--- config.mk ---
export PLATFORM = sky130hd
export DESIGN_NAME = bsmac_lane
export DESIGN_NICKNAME = d
export VERILOG_FILES = /design/src/rtl/bsmac_pkg.sv /design/src/rtl/bsmac_cfg.sv /design/src/rtl/bsmac_ctrl.sv /design/src/rtl/bsmac_datapath.sv /design/src/rtl/bsmac_lane.sv
export SDC_FILE = /design/constraint.sdc
export NUM_CORES = 1
export LEC_CHECK = 0
export ABC_AREA = 0
export ABC_CLOCK_PERIOD_IN_PS = 7200
export CORE_MARGIN = 2
export CORE_UTILIZATION = 37
export CTS_CLUSTER_SIZE = 16
export DETAILED_ROUTE_END_ITERATION = 16
export DONT_BUFFER_PORTS = 1
export REMOVE_ABC_BUFFERS = 1
export SLEW_MARGIN = 20
export SYNTH_ARGS = -nofsm -noshare
export SYNTH_HDL_FRONTEND = slang
export SYNTH_SLANG_ARGS = --single-unit
--- constraint.sdc ---
create_clock -name clk -period 7.2 [get_ports clk]
set_input_delay 1.08 -clock clk [delete_from_list [all_inputs] [get_ports clk]]
set_output_delay 1.08 -clock clk [all_outputs]
set_load 0.005 [all_outputs]
--- src/rtl/bsmac_pkg.sv ---
`timescale 1ns/1ps
package bsmac_pkg;
    localparam int WGT_W    = 16;
    localparam int ACC_W    = 40;
    localparam int MAX_PREC = 16;
    localparam int PREC_W   = $clog2(MAX_PREC + 1);

    typedef logic [WGT_W-1:0]  wgt_t;
    typedef logic [ACC_W-1:0]  acc_t;
    typedef logic [PREC_W-1:0] prec_t;

    // sequencer state: running flag and bits still to consume
    typedef struct packed {
        logic  busy;
        prec_t left;
    } seq_t;

    // operands latched for the duration of one operation
    typedef struct packed {
        wgt_t wgt;
        logic accum;
    } opnd_t;

    function automatic prec_t eff_prec(prec_t p);
        if (p == '0) return prec_t'(1);
        if (p > prec_t'(MAX_PREC)) return prec_t'(MAX_PREC);
        return p;
    endfunction

    function automatic acc_t sext_w(wgt_t w);
        return {{(ACC_W-WGT_W){w[WGT_W-1]}}, w};
    endfunction
endpackage

--- src/rtl/bsmac_cfg.sv ---
`timescale 1ns/1ps
module bsmac_cfg
    import bsmac_pkg::*;
(
    input  logic  clk,
    input  logic  rst,
    input  logic  wgt_load,
    input  wgt_t  wgt_in,
    input  logic  cfg_write,
    input  prec_t cfg_prec,
    output wgt_t  wgt_eff,
    output prec_t n_eff
);
    wgt_t  wgt_q;
    prec_t prec_q;

    always_ff @(posedge clk) begin
        if (rst) begin
            wgt_q  <= '0;
            prec_q <= '0;
        end else begin
            if (wgt_load)  wgt_q  <= wgt_in;
            if (cfg_write) prec_q <= cfg_prec;
        end
    end

    // a write in the start cycle bypasses the register
    assign wgt_eff = wgt_load  ? wgt_in : wgt_q;
    assign n_eff   = eff_prec(cfg_write ? cfg_prec : prec_q);
endmodule

--- src/rtl/bsmac_ctrl.sv ---
`timescale 1ns/1ps
module bsmac_ctrl
    import bsmac_pkg::*;
(
    input  logic  clk,
    input  logic  rst,
    input  logic  start,
    input  prec_t n_eff,
    output logic  step,
    output logic  done,
    output logic  valid
);
    seq_t seq_q, seq_d;

    always_comb begin
        seq_d = seq_q;
        step  = seq_q.busy && !start;
        done  = 1'b0;
        if (start) begin
            seq_d.busy = (n_eff != prec_t'(1));
            seq_d.left = n_eff - prec_t'(1);
            done       = (n_eff == prec_t'(1));
        end else if (seq_q.busy) begin
            seq_d.left = seq_q.left - prec_t'(1);
            if (seq_q.left == prec_t'(1)) begin
                seq_d.busy = 1'b0;
                done       = 1'b1;
            end
        end
    end

    always_ff @(posedge clk) begin
        if (rst) begin
            seq_q <= '0;
            valid <= 1'b0;
        end else begin
            seq_q <= seq_d;
            valid <= done;
        end
    end
endmodule

--- src/rtl/bsmac_datapath.sv ---
`timescale 1ns/1ps
module bsmac_datapath
    import bsmac_pkg::*;
(
    input  logic clk,
    input  logic rst,
    input  logic start,
    input  logic step,
    input  logic done,
    input  logic act_bit,
    input  logic acc_en,
    input  wgt_t wgt_eff,
    output acc_t result
);
    opnd_t run_q;
    acc_t  part_q;
    acc_t  res_q;
    acc_t  wx;
    acc_t  pp;
    acc_t  part_nx;
    wgt_t  w_cur;
    logic  acc_cur;

    assign w_cur   = start ? wgt_eff : run_q.wgt;
    assign acc_cur = start ? acc_en  : run_q.accum;
    assign wx      = sext_w(w_cur);

    // partial product: one AND gate per accumulator bit
    for (genvar i = 0; i < ACC_W; i++) begin : g_gate
        assign pp[i] = wx[i] & act_bit;
    end

    assign part_nx = start ? pp : ({part_q[ACC_W-2:0], 1'b0} + pp);

    always_ff @(posedge clk) begin
        if (rst) begin
            run_q  <= '0;
            part_q <= '0;
            res_q  <= '0;
        end else begin
            if (start)         run_q  <= '{wgt: wgt_eff, accum: acc_en};
            if (start || step) part_q <= part_nx;
            if (done)          res_q  <= (acc_cur ? res_q : '0) + part_nx;
        end
    end

    assign result = res_q;
endmodule

--- src/rtl/bsmac_lane.sv ---
`timescale 1ns/1ps
module bsmac_lane
    import bsmac_pkg::*;
(
    input  logic        clk,
    input  logic        rst,
    input  logic        wgt_load,
    input  logic [15:0] wgt_in,
    input  logic        cfg_write,
    input  logic [4:0]  cfg_prec,
    input  logic        start,
    input  logic        act_bit,
    input  logic        acc_en,
    output logic [39:0] result,
    output logic        result_valid
);
    wgt_t  wgt_eff;
    prec_t n_eff;
    logic  step;
    logic  done;

    bsmac_cfg u_cfg (
        .clk       (clk),
        .rst       (rst),
        .wgt_load  (wgt_load),
        .wgt_in    (wgt_in),
        .cfg_write (cfg_write),
        .cfg_prec  (cfg_prec),
        .wgt_eff   (wgt_eff),
        .n_eff     (n_eff)
    );

    bsmac_ctrl u_ctrl (
        .clk   (clk),
        .rst   (rst),
        .start (start),
        .n_eff (n_eff),
        .step  (step),
        .done  (done),
        .valid (result_valid)
    );

    bsmac_datapath u_dp (
        .clk     (clk),
        .rst     (rst),
        .start   (start),
        .step    (step),
        .done    (done),
        .act_bit (act_bit),
        .acc_en  (acc_en),
        .wgt_eff (wgt_eff),
        .result  (result)
    );
endmodule

# After elaboration in Yosys (flattened, before gate mapping)
# Index checks and enable logic that the tools add are counted.
dict set report classes {
  n_addsub 4
  n_lt_le_gt_ge 1
  eq_ne 3
  mux 19
  bitwise 16
  n_reduce_logical 5
}
# cell n
set ops {}
lappend ops {{40-bit adder} 2}
lappend ops {{40-bit 2-to-1 mux} 2}
lappend ops {{16-bit 2-to-1 mux} 2}
lappend ops {{5-bit 2-to-1 mux} 5}
lappend ops {{1-bit AND} 16}
lappend ops {{6-bit 2-to-1 mux} 2}
lappend ops {{5-bit by 1-bit equality test with 1-bit output, second input constant} 2}
lappend ops {{5-bit by 1-bit subtractor with 5-bit output, second input constant} 2}
lappend ops {{1-bit 2-to-1 mux} 8}
lappend ops {{5-bit > comparator, second input constant} 1}
lappend ops {{5-bit logical NOT} 1}
lappend ops {{5-bit by 1-bit != test with 1-bit output, second input constant} 1}
lappend ops {{2-bit nonzero test} 1}
lappend ops {{1-bit logical AND} 1}
lappend ops {{1-bit logical NOT} 1}
lappend ops {{1-bit logical OR} 1}
dict set report totals {
  reg_bits 124
  input_bits 28
  wordCells 57
}

# Longest topological paths before layout
# Gate-level depths: netlist (run 1).
dict set report depth {
  depth_word 8
  mapped_depth 30
  depth_no_buf 27
}

# By module
# From an unflattened synthesis (run 1), not the netlist that was laid out.
dict set report hier_totals {
  cells_unflattened 1130
  area_unflattened_um2 9275.1
}
# module n_inst cells_per_inst area_each_um2 seq_area_each_um2
set modules_own_cells {}
lappend modules_own_cells {bsmac_datapath 1 999 7816.2 1921.8}
lappend modules_own_cells {bsmac_cfg 1 76 978.4 420.4}
lappend modules_own_cells {bsmac_ctrl 1 55 480.5 140.1}

# Least setup slack after synthesis (run 1)
# OpenSTA, ideal clock, no wires.
dict set report synth_path {
  path_type {input-to-reg}
  start {input port wgt_load}
  end {register u_dp.res_q[33], in the netlist u_dp.result[33]}
  setup_time_ns 0.062
  arrival_ns 6.617
  required_ns 7.138
  path_slack_ns 0.521
  path_stages 25
  path_buffers 3
  path_cell_list {buf_2 mux2i_1 nand2_1 o21ai_0 nor2b_1 ha_1 buf_6 a211oi_2 o211ai_1 a221o_1 a41oi_2 nor2_1 o21a_1 xnor2_1 o21ai_0 ha_1 clkbuf_1 inv_1 or3_1 a311oi_1 o21ai_1 a21boi_0 o21ai_0 or4_1 nand3_1}
}
dict set report synth_via {
  elab_chain_cells 6
}
# item line_no
set synth_rtl {}
lappend synth_rtl {{start: declaration} bsmac_lane.sv:7} ;# input logic wgt_load,
lappend synth_rtl {{16-bit 2-to-1 mux (*)} bsmac_cfg.sv:28} ;# assign wgt_eff = wgt_load ? wgt_in : wgt_q;
lappend synth_rtl {{16-bit 2-to-1 mux (*)} bsmac_datapath.sv:24} ;# assign w_cur = start ? wgt_eff : run_q.wgt;
lappend synth_rtl {{1-bit AND} bsmac_datapath.sv:30} ;# assign pp[i] = wx[i] & act_bit;
lappend synth_rtl {{40-bit adder} bsmac_datapath.sv:33} ;# assign part_nx = start ? pp : ({part_q[ACC_W-2:0], 1'b0} + pp);
lappend synth_rtl {{40-bit 2-to-1 mux (*)} bsmac_datapath.sv:33}
lappend synth_rtl {{via u_dp.part_nx[29]} bsmac_datapath.sv:20} ;# acc_t part_nx;
lappend synth_rtl {{40-bit adder (*)} bsmac_datapath.sv:43} ;# if (done) res_q <= (acc_cur ? res_q : '0) + part_nx;
lappend synth_rtl {{end signal: assignment} bsmac_datapath.sv:43}
lappend synth_rtl {{end: declaration} bsmac_datapath.sv:17} ;# acc_t res_q;
# Mark *: on every way through the listed nets, which the timed path passes. The rest lies on a longest branch.
# A chain may end at the register's enable or synchronous reset.

# Worst setup path in the final report (run 1)
# Same ends and word-level chain as after synthesis.

==> impl_metrics.json, run 1 <==
{
  "outcome": "finished clean",
  "arrival_ns": 6.56,
  "seq_area_frac_synth_pct": 27.3,
  "clkPwrFrac_pct": 43.6,
  "finalCritPeriodShare_pct": 86.1,
  "rr_endpoint": "u_dp.result[33]",
  "ioPinCount": 69,
  "avgSynthCellArea_um2": 7.71,
  "yosysMostFrequentCell": "nor2_1",
  "antennaDiodeCount": 0,
  "grt.total_usage_pct": 19.4,
  "antenna_found_initial": 0,
  "finalCriticalPeriod_ns": 6.20,
  "final_area_um2": 9940,
  "io_buffer_count": 0,
  "synth_area_um2": 9080,
  "dr.pass1.iters": 5,
  "ys_top_cells_by_area": "dfxtp_1 (27%), ha_1 (11%), a21oi_1 (6.0%)",
  "cts-htree-levels": 4,
  "clock-root-buffer": "clkbuf_16",
  "cts_buffer_depth": 2,
  "ys.warnings.count": 0,
  "core-area_um2": 24200,
  "ys_top_cells_by_count": "nor2_1 (130), dfxtp_1 (124), nand2_1 (120)",
  "p_int_mw": 1.48,
  "grt_max_degree": 109,
  "grt_pass1_vias": 7728,
  "crit_top_cell": "o21ai_0",
  "power_density_nw_per_um2": 214,
  "r2r_cells": 25,
  "seq_power_share_pct": 35.5,
  "nets": 1255,
  "slew_headroom_pct": 49.8,
  "die_w_um": 161,
  "ys_ff_latch": 124,
  "yosysTopAreaCell": "dfxtp_1",
  "gp_congestion": 0.876,
  "cp-end-kind": "flip-flop",
  "syn2layout_area_growth_pct": 9.48,
  "cts_resized": 0,
  "reg2reg_slack_ns": 1.41,
  "start_util_pct": 37.6,
  "finClkSkew_ns": 0.0154,
  "drive_above_1_share_pct": 5.70,
  "die_y_um": 161,
  "routed_wl_um": 24800,
  "hold_slack_ns": 0.470,
  "grt_pass1_wl_um": 40800,
  "drt_iter0_markers": 625,
  "ant_nets": 0,
  "critPathTopFamily": "compound AO/OA/AOI/OAI gates",
  "place_area_um2": 9320,
  "fmax_ghz": 0.161,
  "synth_cell_types": 76,
  "crit_slowest_cell": "a311oi_1",
  "combPwrFrac_pct": 20.9,
  "leakage_nw": 4.17,
  "cts.clk_slew.worst_paths_ns": 0.06,
  "max_cap_violations": 0,
  "worst_slew_pin_slew_ns": 0.737,
  "clk_latency_ns": 0.43,
  "n_fill_cell": 2475,
  "num_rows": 57,
  "hold_violations": 0,
  "synth_edf_count": 0,
  "synthFlopType": "dfxtp_1",
  "critPathMaxStageDelay_ns": 0.55,
  "synthCells": 1178,
  "worstPathRequired_ns": 7.57,
  "slew_viol_final": 0,
  "cts_tree": "done",
  "final_core_util_pct": 41.1,
  "min_delay_path_depth": 2,
  "critPathMaxFanout": 16,
  "min_from": "u_dp.part_q[0]",
  "viasPerCell": 5.57,
  "die_area_um2": 25800,
  "cp-start-kind": "input port",
  "routedWlPerCell_um": 16.8,
  "async_flop_share_pct": 0,
  "dp_hpwl_um": 17700,
  "drc_errors": 0,
  "min_path_type": "reg -> reg",
  "synth_top_area_share_pct": 27.3,
  "power.switching_mw": 0.650,
  "fin_tns_setup_ns": 0,
  "rsz0062_at_grt": "false",
  "ctsHoldBuffers": 0,
  "critical_path_buf_inv_count": 2,
  "hold_end": "u_dp.part_q[0]",
  "cts.sinks": 124,
  "reg2reg_from": "u_cfg.wgt_q[1]",
  "vias": 8242,
  "post-cts-setup-buffers": 0,
  "numCtsBuffers": 17,
  "globalRouteOverflowTotal": 0,
  "finalSetupViolations": 0,
  "worstSetupPathType": "in -> reg",
  "peakVddDrop_uv": 157,
  "switching_share_pct": 30.5
}
[routing by layer]
| metal | vias up | share of wire [%] | track usage [%] |
|---|---|---|---|
| li1 | 4168 | - | - |
| met1 | 3838 | 50 | 27.3 |
| met2 | 215 | 44 | 30.7 |
| met3 | 21 | 5.5 | 3.54 |
| met4 | 0 | 1.3 | 4.63 |
| met5 | - | 0 | 0 |
[per-stage QoR]
| step | cells | worst slack, ns | power, mW |
|---|---|---|---|
| 2_1_floorplan | 1117 | 0.828 | 1.11 |
| 3_3_place_gp | 1449 | 0.880 | 1.21 |
| 3_5_place_dp | 1449 | 0.696 | 1.21 |
| 4_1_cts | 1481 | 1.13 | 2.14 |
| 5_1_grt | 1481 | 0.491 | 2.24 |
| 6_report | 1481 | 1.00 | 2.13 |
[sequential cells by signal, indices dropped and copies added (netlist names)]
signal and flops:
u_dp.result 40, u_dp.part_q 39, u_ctrl.seq_q 6, u_ctrl.valid 1
u_cfg.wgt_q 16, u_cfg.prec_q 5, u_dp.run_q 17
[power by group through the flow]
stage / Combinational [mW] / Sequential (mW) / Clock, mW
after floorplan: 0.341 / 0.764 / 0
after global placement: 0.436 / 0.771 / 0
after detailed placement: 0.440 / 0.772 / 0
after CTS: 0.443 / 0.757 / 0.939
after global routing: 0.498 / 0.762 / 0.975
final: 0.447 / 0.757 / 0.929
[cell usage in the layout (no fill, tap or decap), drive strengths merged, types with 4 or more instances in the layout]
| master | count |
|---|---|
| a211o | 4 |
| a211oi | 26 |
| a21o | 39 |
| a21oi | 110 |
| a31oi | 12 |
| and2 | 7 |
| buf | 8 |
| bufinv | 4 |
| clkbuf | 18 |
| clkinv | 6 |
| clkinvlp | 4 |
| dfxtp | 124 |
| ha | 81 |
| inv | 21 |
| mux2i | 22 |
| nand2 | 120 |
| nand2b | 11 |
| nand3 | 17 |
| nand4 | 12 |
| nor2 | 131 |
| nor2b | 64 |
| nor3 | 31 |
| o211ai | 10 |
| o21a | 19 |
| o21ai | 102 |
| o21bai | 6 |
| o22ai | 13 |
| o31ai | 10 |
| or3 | 5 |
| xnor2 | 42 |
| xor2 | 27 |
[worst max path at each step]
| stage | startpoint | to | slack, ns | cells past startpoint |
|---|---|---|---|---|
| global placement | wgt_load | u_dp.result[33] | 0.88 | 26 |
| floorplan | wgt_load | u_dp.result[33] | 0.83 | 22 |
| CTS | wgt_load | u_dp.result[33] | 1.13 | 26 |
| detailed placement | wgt_load | u_dp.result[33] | 0.70 | 26 |
| finish | wgt_load | u_dp.result[33] | 1.00 | 25 |
| global route | wgt_load | u_dp.result[33] | 0.49 | 26 |
[cells by family after synthesis]
kind of cell               synth area share, %
xor gates and xnor gates                  6.65
adders and majority gates                 11.6
and+or+nand+nor                           21.7
muxes                                     2.55
AOI/OAI and AO/OA                         26.5
buffers and inverters                     3.69
DFF                                       27.3
[worst min-delay path, cell delays in order, from the launching register on]
cell and delay [ns]:
dfxtp_1 0.32, nand2_1 0.06, a21oi_1 0.05
[area by class of cell]
| cell class | count | area [um^2] | share of cell area (%) |
|---|---|---|---|
| multi-input combinational | 972 | 6290 | 63.3 |
| sequential | 124 | 2480 | 25.0 |
| clock buffer | 18 | 429 | 4.32 |
| tap | 324 | 405 | 4.08 |
| clock inverter | 14 | 195 | 1.96 |
| inverter | 21 | 78.8 | 0.793 |
| timing repair buffer | 8 | 60.1 | 0.604 |
Power figures use the tool's default switching activity.
==> run 2, diff against run 1 <==
- ABC_CLOCK_PERIOD_IN_PS: 7200 -> 6700
- clock period: 7.2 -> 6.7 ns (I/O delays scaled with it)
==> impl_metrics.json, run 2 (synthesis results as in run 1) <==
{
  "outcome": "finished clean",
  "slew_viol_final": 0,
  "finalCriticalPeriod_ns": 5.90,
  "antenna_found_initial": 1,
  "use_met2_pct": 30.0,
  "finalSetupViolations": 0,
  "io_buffer_count": 0,
  "combPwrFrac_pct": 21.4,
  "drc_errors": 0,
  "clock-root-buffer": "clkbuf_16",
  "ctsHoldBuffers": 0,
  "vias": 8237,
  "routed_wl_um": 24900,
  "leakage_nw": 4.19,
  "gr-usage-met1_pct": 27.1,
  "antennaDiodeCount": 0,
  "finalCritPeriodShare_pct": 88.1,
  "switching_share_pct": 30.2,
  "hold_violations": 0,
  "n_fill_cell": 2455,
  "dr.pass1.iters": 5,
  "final_core_util_pct": 41.2,
  "cts.sinks": 124,
  "largest_reg_flops": 40,
  "final_common_cell": "nor2_1",
  "p_int_mw": 1.57,
  "power_mw": 2.25,
  "ant_nets": 0,
  "cp-end-kind": "flip-flop",
  "cts_resized": 0,
  "slew_headroom_pct": 42.1,
  "finClkSkew_ns": 0.0113,
  "worst_slew_pin_slew_ns": 0.851,
  "drive_above_1_share_pct": 5.95,
  "peakVddDrop_uv": 108,
  "post-cts-setup-buffers": 0,
  "cp-start-kind": "input port",
  "final_cell_mix": "nor2_1 (130), dfxtp_1 (124), nand2_1 (120)",
  "drt_iter0_markers": 726,
  "ioPinCount": 69,
  "r2r_cells": 26,
  "clk_latency_ns": 0.43,
  "die_area_um2": 25800,
  "die_w_um": 161,
  "fin_tns_setup_ns": 0,
  "cts_tree": "done",
  "fmax_ghz": 0.169,
  "globalRouteOverflowTotal": 0,
  "setup_ws_ns": 0.796,
  "viasPerCell": 5.55,
  "critPathMaxFanout": 16,
  "power.switching_mw": 0.680,
  "finalNonFillerCells": 1484,
  "rsz0062_at_grt": "false",
  "cts.clk_slew.worst_paths_ns": 0.06,
  "min_delay_path_depth": 2,
  "core-area_um2": 24200,
  "cts-htree-levels": 4,
  "min_path_type": "reg -> reg",
  "nets": 1259,
  "syn2layout_area_growth_pct": 9.53,
  "worstSetupPathType": "in -> reg",
  "numCtsBuffers": 17,
  "grt_max_degree": 109,
  "dp_hpwl_um": 17900,
  "grt_pass1_wl_um": 40500,
  "start_util_pct": 37.6,
  "dp_slack_ns": 0.423,
  "max_cap_violations": 0,
  "routedWlPerCell_um": 16.8,
  "seq_power_share_pct": 36.1,
  "grt_use_met3_pct": 3.82,
  "top_usage_layer": "met2",
  "grt.total_usage_pct": 19.3,
  "grt_pass1_vias": 7640,
  "gp_congestion": 0.881,
  "arrival_ns": 6.28,
  "dp_cells": 1453,
  "num_rows": 57,
  "clkPwrFrac_pct": 42.5,
  "die_y_um": 161,
  "cts_buffer_depth": 2,
  "worstPathRequired_ns": 7.08,
  "power_density_nw_per_um2": 226
}
## run 2: metrics by stage
stage | hold WS (ns) | instance area, um^2
floorplan | 0.430 | 8830
detailed placement | 0.455 | 9350
global placement | 0.446 | 9350
finish | 0.467 | 9950
CTS | 0.463 | 9950
global route | 0.500 | 9950
## run 2: area by class of cell
class / instances / area, um^2 / share of cell area (%)
clock buffers: 20 / 457 / 4.59
clock inverters: 11 / 143 / 1.43
inverters: 21 / 78.8 / 0.792
multi-input cells: 972 / 6290 / 63.3
flip-flops and latches: 124 / 2480 / 24.9
well taps: 324 / 405 / 4.07
repair buffers: 12 / 90.1 / 0.905
## run 2: final timing paths
| check | startpoint | end | slack, ns |
|---|---|---|---|
| setup / recovery | wgt_load | u_dp.result[33] | 0.80 |
| hold / removal | u_dp.part_q[0] | u_dp.part_q[0] | 0.47 |
| setup reg to reg | u_cfg.wgt_q[2] | u_dp.result[33] | 1.11 |
| hold reg to reg | u_dp.part_q[0] | u_dp.part_q[0] | 0.47 |
## run 2: layer usage
| layer | vias to the layer above | wire length (um) |
|---|---|---|
| li1 | 4172 | - |
| met1 | 3839 | 12500 |
| met2 | 193 | 10700 |
| met3 | 31 | 1200 |
| met4 | 2 | 469 |
| met5 | - | 13 |
## run 2: worst max-delay path, cell delays in order
cell,delay (ns)
mux2i_1,0.26
nand2_1,0.09
o21ai_0,0.10
nand2b_1,0.19
inv_1,0.06
ha_1,0.29
a211oi_1,0.21
nor2_1,0.10
o31a_1,0.31
a211oi_2,0.36
o21bai_1,0.10
a21oi_1,0.27
nor2_1,0.09
o22ai_1,0.16
xor2_1,0.20
mux2i_1,0.10
ha_1,0.38
nand2_1,0.06
o21ai_0,0.29
a22oi_1,0.21
a311oi_1,0.43
o21ai_1,0.14
a21boi_0,0.25
o21ai_0,0.12
or4_1,0.40
nand3_1,0.09
## run 2: power by group through the flow
stage               Sequential [mW]  Clock, mW  Combinational (mW)
floorplan                     0.821          0               0.367
global placement              0.829          0               0.471
detailed placement            0.830          0               0.474
CTS                           0.814      0.974               0.478
global route                  0.819       1.00               0.537
finish                        0.814      0.957               0.481
